===== config.mk =====
export PLATFORM = sky130hd
export DESIGN_NAME = swdog_ratesel
export DESIGN_NICKNAME = d
export VERILOG_FILES = /design/src/rtl/swdog_pkg.sv /design/src/rtl/swdog_ctrl.sv /design/src/rtl/swdog_dp.sv /design/src/rtl/swdog_ratesel.sv
export SDC_FILE = /design/constraint.sdc
export NUM_CORES = 1
export LEC_CHECK = 0
export ABC_AREA = 1
export ABC_CLOCK_PERIOD_IN_PS = 1400
export BUFFER_PORTS_ARGS = -buffer_cell sky130_fd_sc_hd__buf_2
export CORE_ASPECT_RATIO = 1.1
export CORE_MARGIN = 4
export CORE_UTILIZATION = 35
export DETAILED_ROUTE_END_ITERATION = 6
export PLACE_DENSITY = 0.53
export SLEW_MARGIN = 10
export SYNTH_ARGS = -nofsm -noshare
export SYNTH_HDL_FRONTEND = slang
export SYNTH_HIERARCHICAL = 1
export SYNTH_SLANG_ARGS = --single-unit

===== constraint.sdc =====
create_clock -name clk -period 1.4 [get_ports clk]
set_input_delay 0.07 -clock clk [delete_from_list [all_inputs] [get_ports clk]]
set_output_delay 0.07 -clock clk [all_outputs]
set_load 0.02 [all_outputs]

===== src/rtl/swdog_pkg.sv =====
package swdog_pkg;

  parameter logic [7:0] SVC_KEY_ARM   = 8'h55;
  parameter logic [7:0] SVC_KEY_CLEAR = 8'hAA;

  typedef struct packed {
    logic svcClear;   // complete key pair seen this cycle
    logic rateLoad;   // rate code write accepted this cycle
  } swdog_strobe_t;

  typedef enum logic {
    SVC_IDLE  = 1'b0,
    SVC_ARMED = 1'b1
  } swdog_svc_e;

endpackage


===== src/rtl/swdog_ctrl.sv =====
module swdog_ctrl
  import swdog_pkg::*;
#(
  parameter int WINDOW = 64
) (
  input  logic          clk,
  input  logic          rst,
  input  logic          eTick,
  input  logic          cfgEnable,
  input  logic          specialMode,
  input  logic          inhWrEn,
  input  logic          inhWrData,
  input  logic          rateWrEn,
  input  logic          svcWrEn,
  input  logic [7:0]    svcWrData,
  input  logic          expire,
  output swdog_strobe_t strobes,
  output logic          copReset
);

  localparam int BUS_W = $clog2(WINDOW + 1);
  localparam logic [BUS_W-1:0] WIN_V = BUS_W'(WINDOW);

  logic             enQ;
  logic             inhQ;
  logic             lockQ;
  logic [BUS_W-1:0] busCnt;
  swdog_svc_e       svcState;
  logic             reqQ;
  logic             rateOpen;
  logic             inWindow;

  assign inWindow = busCnt < WIN_V;
  assign rateOpen = specialMode || (!lockQ && inWindow);

  always_comb begin
    strobes.rateLoad = rateWrEn && rateOpen;
    strobes.svcClear = svcWrEn && (svcWrData == SVC_KEY_CLEAR) && (svcState == SVC_ARMED);
  end

  always_ff @(posedge clk) begin
    if (rst) begin
      enQ      <= cfgEnable;
      inhQ     <= specialMode;
      lockQ    <= 1'b0;
      busCnt   <= '0;
      svcState <= SVC_IDLE;
      reqQ     <= 1'b0;
    end else begin
      if (eTick && inWindow) busCnt <= busCnt + 1'b1;
      if (strobes.rateLoad && !specialMode) lockQ <= 1'b1;
      if (inhWrEn && specialMode) inhQ <= inhWrData;
      if (svcWrEn) begin
        if (svcWrData == SVC_KEY_ARM) svcState <= SVC_ARMED;
        else if (strobes.svcClear)   svcState <= SVC_IDLE;
      end
      reqQ <= expire && enQ && !inhQ;
    end
  end

  assign copReset = reqQ;

  AST_ONE_CYCLE_REQ: assert property (@(posedge clk) disable iff (rst)
    copReset |=> !copReset);

  AST_LOCK_HOLDS: assert property (@(posedge clk) disable iff (rst)
    (lockQ && !specialMode) |-> !strobes.rateLoad);

  AST_ENABLE_FROZEN: assert property (@(posedge clk) disable iff (rst)
    !$past(rst) |-> $stable(enQ));

  AST_BLOCKED_REQ: assert property (@(posedge clk) disable iff (rst)
    (inhQ || !enQ) |=> !copReset);

endmodule


===== src/rtl/swdog_dp.sv =====
module swdog_dp
  import swdog_pkg::*;
#(
  parameter int PRE_BITS = 15,
  parameter int RATE_W   = 2
) (
  input  logic              clk,
  input  logic              rst,
  input  logic              eTick,
  input  swdog_strobe_t     strobes,
  input  logic [RATE_W-1:0] rateWrData,
  output logic              expire,
  output logic [RATE_W-1:0] rateSel
);

  localparam int MAX_SHIFT = 2 * ((1 << RATE_W) - 1);
  localparam int POST_W    = MAX_SHIFT + 1;

  logic [PRE_BITS-1:0] preCnt;
  logic [POST_W-1:0]   postCnt;
  logic [RATE_W-1:0]   rateQ;
  logic [POST_W-1:0]   limit;
  logic                preTick;

  assign limit   = POST_W'(1) << {rateQ, 1'b0};
  assign preTick = eTick && (&preCnt);
  assign expire  = preTick && (postCnt >= limit) && !strobes.svcClear;

  always_ff @(posedge clk) begin
    if (rst) begin
      preCnt  <= '0;
      postCnt <= '0;
      rateQ   <= '0;
    end else begin
      if (eTick) preCnt <= preCnt + 1'b1;
      if (strobes.svcClear || expire) postCnt <= '0;
      else if (preTick)               postCnt <= postCnt + 1'b1;
      if (strobes.rateLoad) rateQ <= rateWrData;
    end
  end

  assign rateSel = rateQ;

  AST_SVC_CLEARS: assert property (@(posedge clk) disable iff (rst)
    strobes.svcClear |=> (postCnt == '0));

  AST_PRE_HOLDS: assert property (@(posedge clk) disable iff (rst)
    !eTick |=> $stable(preCnt));

  AST_RATE_STABLE: assert property (@(posedge clk) disable iff (rst)
    !strobes.rateLoad |=> $stable(rateQ));

  AST_POST_BOUND: assert property (@(posedge clk) disable iff (rst)
    (postCnt < limit) |-> !expire);

endmodule


===== src/rtl/swdog_ratesel.sv =====
module swdog_ratesel
  import swdog_pkg::*;
#(
  parameter int PRE_BITS = 15,
  parameter int RATE_W   = 2,
  parameter int WINDOW   = 64
) (
  input  logic              clk,
  input  logic              rst,
  input  logic              eTick,
  input  logic              cfgEnable,
  input  logic              specialMode,
  input  logic              inhWrEn,
  input  logic              inhWrData,
  input  logic              rateWrEn,
  input  logic [RATE_W-1:0] rateWrData,
  input  logic              svcWrEn,
  input  logic [7:0]        svcWrData,
  output logic              copReset,
  output logic [RATE_W-1:0] rateSel
);

  swdog_strobe_t strobes;
  logic          expire;

  swdog_ctrl #(.WINDOW(WINDOW)) u_ctrl (
    .clk        (clk),
    .rst        (rst),
    .eTick      (eTick),
    .cfgEnable  (cfgEnable),
    .specialMode(specialMode),
    .inhWrEn    (inhWrEn),
    .inhWrData  (inhWrData),
    .rateWrEn   (rateWrEn),
    .svcWrEn    (svcWrEn),
    .svcWrData  (svcWrData),
    .expire     (expire),
    .strobes    (strobes),
    .copReset   (copReset)
  );

  swdog_dp #(.PRE_BITS(PRE_BITS), .RATE_W(RATE_W)) u_dp (
    .clk       (clk),
    .rst       (rst),
    .eTick     (eTick),
    .strobes   (strobes),
    .rateWrData(rateWrData),
    .expire    (expire),
    .rateSel   (rateSel)
  );

endmodule


### Word level (Yosys, flattened, before mapping)

Index checks and enable logic that the tools add are counted.
W data, S select, Z words.

| word-level totals | value |
|---|---|
| register bits after elaboration | 36 |
| input port bits | 19 |
| output and inout bits | 3 |
| word-level logic and storage cells | 44 |

| operators by class | value |
|---|---|
| add/sub/neg operators | 3 |
| order comparisons | 2 |
| equal/unequal tests | 2 |
| shift operators | 1 |
| multiplexer cells | 4 |
| reductions and logical operators | 23 |

Operators by type and width:

| cell | count |
|---|---|
| $add A15 B1 Y15 const B | 1 |
| $reduce_and A15 Y1 | 1 |
| $add A7 B1 Y7 const B | 2 |
| $logic_and A1 B1 Y1 | 12 |
| $eq A8 B7 Y1 const B | 1 |
| $eq A8 B8 Y1 const B | 1 |
| $ge A7 B7 Y1 | 1 |
| $lt A7 B7 Y1 const B | 1 |
| $shl A1 B3 Y7 const A | 1 |
| $logic_not A1 Y1 | 4 |
| $mux W1 | 4 |
| $reduce_bool A2 Y1 | 2 |
| $logic_or A1 B1 Y1 | 2 |
| $reduce_and A2 Y1 | 1 |
| $reduce_or A2 Y1 | 1 |

### Longest topological paths before layout

| logic depth | value |
|---|---|
| depth after elaboration | 7 |
| gate-level depth with buffers | 11 |
| depth with buffers taken out | 11 |

### Hierarchy

Netlist, hierarchy kept.

Modules (own cells, without submodules):

| module | times used | cells an instance | area each (µm²) | seq. area each (µm²) |
|---|---|---|---|---|
| swdog_dp | 1 | 213 | 1441.4 | 480.5 |
| swdog_ctrl | 1 | 83 | 605.6 | 260.2 |

### Worst setup path after synthesis

Ideal clock, no wire load.

| path | value |
|---|---|
| path kind | register -> register |
| from | register u_dp.rateQ[0] (netlist: u_dp/rateSel[0]) |
| to | register u_ctrl.reqQ (netlist: u_ctrl/copReset) |
| setup time | 0.078 ns |
| data arrival time | 1.621 ns |
| required time | 1.322 ns |
| setup slack | -0.299 ns |
| cell stages (with the launch flop) | 12 |
| buffers on the path | 0 |
| clock period less this slack | 1.699 ns |
| cells stage by stage | dfxtp_1 > inv_1 > or2_2 > ha_1 > nand3_1 > nand2_1 > nand2_1 > nand3_1 > nand2_1 > nor2_1 > nand2_1 > nor3_1 |

| between the ends | value |
|---|---|
| word-level cells in the longest chain between the ends | 6 |

RTL lines:

| item | line | RTL |
|---|---|---|
| start, declared | swdog_dp.sv:21 | `logic [RATE_W-1:0] rateQ;` |
| start signal, assigned | swdog_dp.sv:38 | `if (strobes.rateLoad) rateQ <= rateWrData;` |
| $shl A1 B3 Y7 | swdog_dp.sv:25 | `assign limit = POST_W'(1) << {rateQ, 1'b0};` |
| $ge A7 B7 Y1 | swdog_dp.sv:27 | `assign expire = preTick && (postCnt >= limit) && !strobes.svcClear;` |
| $logic_and A1 B1 Y1 (2 in series) | swdog_dp.sv:27 |  |
| net expire | swdog_ratesel.sv:24 | `logic expire;` |
| $logic_and A1 B1 Y1 (2 in series) | swdog_ctrl.sv:57 | `reqQ <= expire && enQ && !inhQ;` |
| end signal, assigned | swdog_ctrl.sv:57 |  |
| end, declared | swdog_ctrl.sv:29 | `logic reqQ;` |

The timed path passes the listed nets, and every way through them passes these cells.
A chain may end at the register's enable or synchronous reset.

### Final worst setup path

| path | value |
|---|---|
| from | register u_dp.rateQ[0] (netlist: u_dp/rateSel[0]) |
| to | register u_dp.postCnt[4] |

| between the ends | value |
|---|---|
| word-level cells in the longest chain between the ends | 6 |

RTL lines:

| item | line | RTL |
|---|---|---|
| $shl A1 B3 Y7 | swdog_dp.sv:25 |  |
| $ge A7 B7 Y1 | swdog_dp.sv:27 |  |
| $logic_and A1 B1 Y1 (2 in series) | swdog_dp.sv:27 |  |
| $logic_or A1 B1 Y1 | swdog_dp.sv:36 | `if (strobes.svcClear \|\| expire) postCnt <= '0;` |
| $reduce_or A2 Y1 (no line) | -- |  |
| end signal, assigned | swdog_dp.sv:37 | `else if (preTick) postCnt <= postCnt + 1'b1;` |
| end, declared | swdog_dp.sv:20 | `logic [POST_W-1:0] postCnt;` |

No other way between the ends.

==> impl_metrics.json <==
{
  "num_antenna_cells": 0,
  "synth_xor_xnor_area_share": 0.0171,
  "max_freq_mhz": 651,
  "cts_tree": "done",
  "finalHoldViolations": 0,
  "clkPwrFrac": 0.347,
  "crit_path_start_kind": "flip-flop",
  "fin_nets": 373,
  "r2r-start": "u_dp/rateSel[0]",
  "seqPwrFrac": 0.547,
  "final_cell_mix": "74 x nand2_1, 42 x nor2_1, 41 x inv_1, 32 x dfxtp_1, 23 x buf_4",
  "root_buffer": "clkbuf_8",
  "skew_ns": 0.00330,
  "gp_congestion": 0.762,
  "cts.clk_slew.worst_paths_ns": 0.07,
  "maxSlewHeadroom": 0.711,
  "port_buffers": 21,
  "violations": "negative setup slack",
  "synthCells": 296,
  "synth.area.mux_share": 0,
  "status": "finished with violations",
  "synth_seq_area_share": 0.362,
  "grt_pass1_wl_um": 7140,
  "pre_cts_slack_ns": -0.148,
  "hpwl_um": 3150,
  "grt_overflow": 0,
  "die-width_um": 80.9,
  "drv_cap": 0,
  "layout-drive-gt1-share": 0.262,
  "synthSimpleGateAreaFrac": 0.410,
  "io_pins": 22,
  "coreArea_um2": 5540,
  "cp-end-kind": "flip-flop",
  "die_h_um": 88.2,
  "total_power_mw": 1.96,
  "synth_fa_ha_area_frac": 0.0428,
  "min-delay-start": "rateWrData[1]",
  "syn_area_um2": 2050,
  "internal-power_mw": 1.49,
  "totalWireLength_um": 3990,
  "hold_path.class": "in -> reg",
  "timing.rr.end": "u_dp/postCnt[4]",
  "finalInstanceArea_um2": 2550,
  "reg2reg_slack_ns": -0.14,
  "min_period_ns": 1.54,
  "ys_types": 32,
  "place_area_um2": 2430,
  "areaGrowthSynthToFinish_pct": 24.8,
  "worstPathMaxFanout": 7,
  "fin_crit_sh": 1.10,
  "fin_setup_tns_ns": -1.01,
  "h-tree-depth": 2,
  "setup_viol": 8,
  "worstMarginPinSlew_ns": 0.433,
  "p_switching_mw": 0.473,
  "sw_frac_of_total": 0.241,
  "first_pass_iters": 4,
  "p_leak_nw": 1.24,
  "hold_depth": 3,
  "via_count": 1854,
  "drc_errors": 0,
  "vdd_ir_drop_max_uv": 467,
  "cts.path.max_buffers": 2,
  "power_density_nw_per_um2": 769,
  "crit_type": "reg -> reg",
  "reg2reg_depth": 10,
  "cp.arrival_ns": 1.71,
  "synth-warning-count": 6,
  "clk_latency_ns": 0.28,
  "synth_compound_area_frac": 0.0819,
  "initial_core_util": 0.370,
  "power_frac_comb": 0.106,
  "grt_start_max_net_pins": 15,
  "numCtsBuffers": 5,
  "rsz0062_at_grt": "true",
  "syn_nets": 322,
  "nFillCells": 600,
  "grt_pass1_vias": 1701,
  "antenna_found_initial": 0,
  "multi_input_area_um2": 1180,
  "ys_ff_latch": 36,
  "synth_top_area_frac": 0.333,
  "viasPerCell": 4.39,
  "layout_commonest_cell": "nand2_1",
  "fin_ws_ns": -0.137,
  "crit_required_ns": 1.57,
  "hold_path_end": "u_dp/rateSel[1]",
  "seq_area_um2": 746,
  "maxSlewViolCount": 0,
  "wl_per_cell_um": 9.46,
  "synth_top_family_by_area": "simple AND/OR/NAND/NOR gates",
  "cts_sinks": 36,
  "die_area_um2": 7140,
  "synth_area_per_cell_um2": 6.92,
  "gr-usage-all-layers": 0.126,
  "synth_top_cell_by_area": "dfxtp_1",
  "num_rows": 28,
  "synth_area_leaders": "dfxtp_1 33%, nand2_1 14%, nor2_1 7.9%, inv_1 7.7%, nand3_1 4.9%",
  "drt_iter0_drc": 68,
  "ant_nets": 0
}
## sequential cells by signal (all words and copies together), names as in the netlist
register and count:
u_ctrl/busCnt 7, u_ctrl/copReset 1, u_ctrl/enQ 1, u_ctrl/inhQ 1, u_ctrl/lockQ 1, u_ctrl/svcState 1, u_dp/postCnt 7, u_dp/preCnt 15
u_dp/rateSel 2
## worst max path at each step
stage / depth (start not counted) / from / end
finish: 10 / u_dp/rateSel[0] / u_dp/postCnt[4]
global route: 11 / u_dp/rateSel[0] / u_ctrl/copReset
CTS: 10 / u_dp/rateSel[0] / u_dp/postCnt[4]
detailed placement: 10 / u_dp/rateSel[0] / u_dp/postCnt[4]
global placement: 10 / u_dp/rateSel[0] / u_dp/postCnt[0]
floorplan: 10 / u_dp/rateSel[0] / u_dp/postCnt[0]
## final cells by class
type / instances / share of cell area
multi-input cells: 214 / 0.462
repair buffers: 45 / 0.113
flip-flops and latches: 36 / 0.292
well taps: 75 / 0.0367
clock inverters: 1 / 0.00196
clock buffers: 6 / 0.0284
inverters: 45 / 0.0661
## power groups by stage
stage	logic, mW	registers [mW]	clock network [mW]
after global placement	0.203	1.10	0
after CTS	0.206	1.07	0.715
after detailed placement	0.203	1.10	0
after floorplan	0.114	1.10	0
after global routing	0.241	1.08	0.761
final	0.208	1.07	0.681
## cell families after synthesis
family,count (synthesis)
xor+xnor,4
buf+inv,47
simple gates,172
fa+ha+maj,7
flops,36
compound gates,30
## layer usage
layer  routed length (um)  vias up  track usage
li1                     -     1023            -
met1                 1980      809        0.159
met2                 1880       18        0.212
met3                  105        4       0.0275
met4                   31        0       0.0461
met5                    0        -            0
## metrics by stage
stage / hold WS, ns / instances / util
finish: 0.0293 / 422 / 0.461
global route: 0.0310 / 422 / 0.461
CTS: 0.0220 / 420 / 0.454
detailed placement: 0.254 / 412 / 0.439
global placement: 0.249 / 412 / 0.439
floorplan: 0.132 / 296 / -
## Yosys cell counts
cell / instances
a21oi_2: 1
inv_1: 42
o21a_1: 1
nand3_1: 20
nor2_1: 43
nand2_1: 75
nor3b_1: 1
nor2_4: 6
or2_2: 1
nand2_4: 3
xnor2_1: 2
dfxtp_1: 34
ha_1: 7
clkbuf_1: 1
a21boi_2: 1
and3_2: 1
o21ai_0: 11
nor3_1: 3
nor2_8: 2
xor2_1: 2
nor3_2: 1
o21bai_1: 2
nor2_2: 4
o21ai_1: 1
and3_1: 2
a21oi_1: 13
nand2_2: 6
buf_2: 1
edfxtp_1: 2
nand3_2: 2
inv_2: 3
nand4_1: 2
## worst max-delay path, cell delays in order (launching register included)
cell and delay (ns):
dfxtp_4 0.35, inv_2 0.04, or2_4 0.23, ha_4 0.27, nand3_2 0.06, nand2_1 0.05, nand2_1 0.05, nand3_2 0.07
nand2_2 0.06, nand2_2 0.17, nor2_1 0.07
## repair_timing
item	in CTS	in global routing
setup endpoints to repair	8	12
setup buffers	0	1
pin swaps	0	2
cloned	0	1
gates resized for setup	0	5
hold buffers	1	0
hold endpoints to repair	1	0
Note: power is estimated with default switching activity, not from simulation.
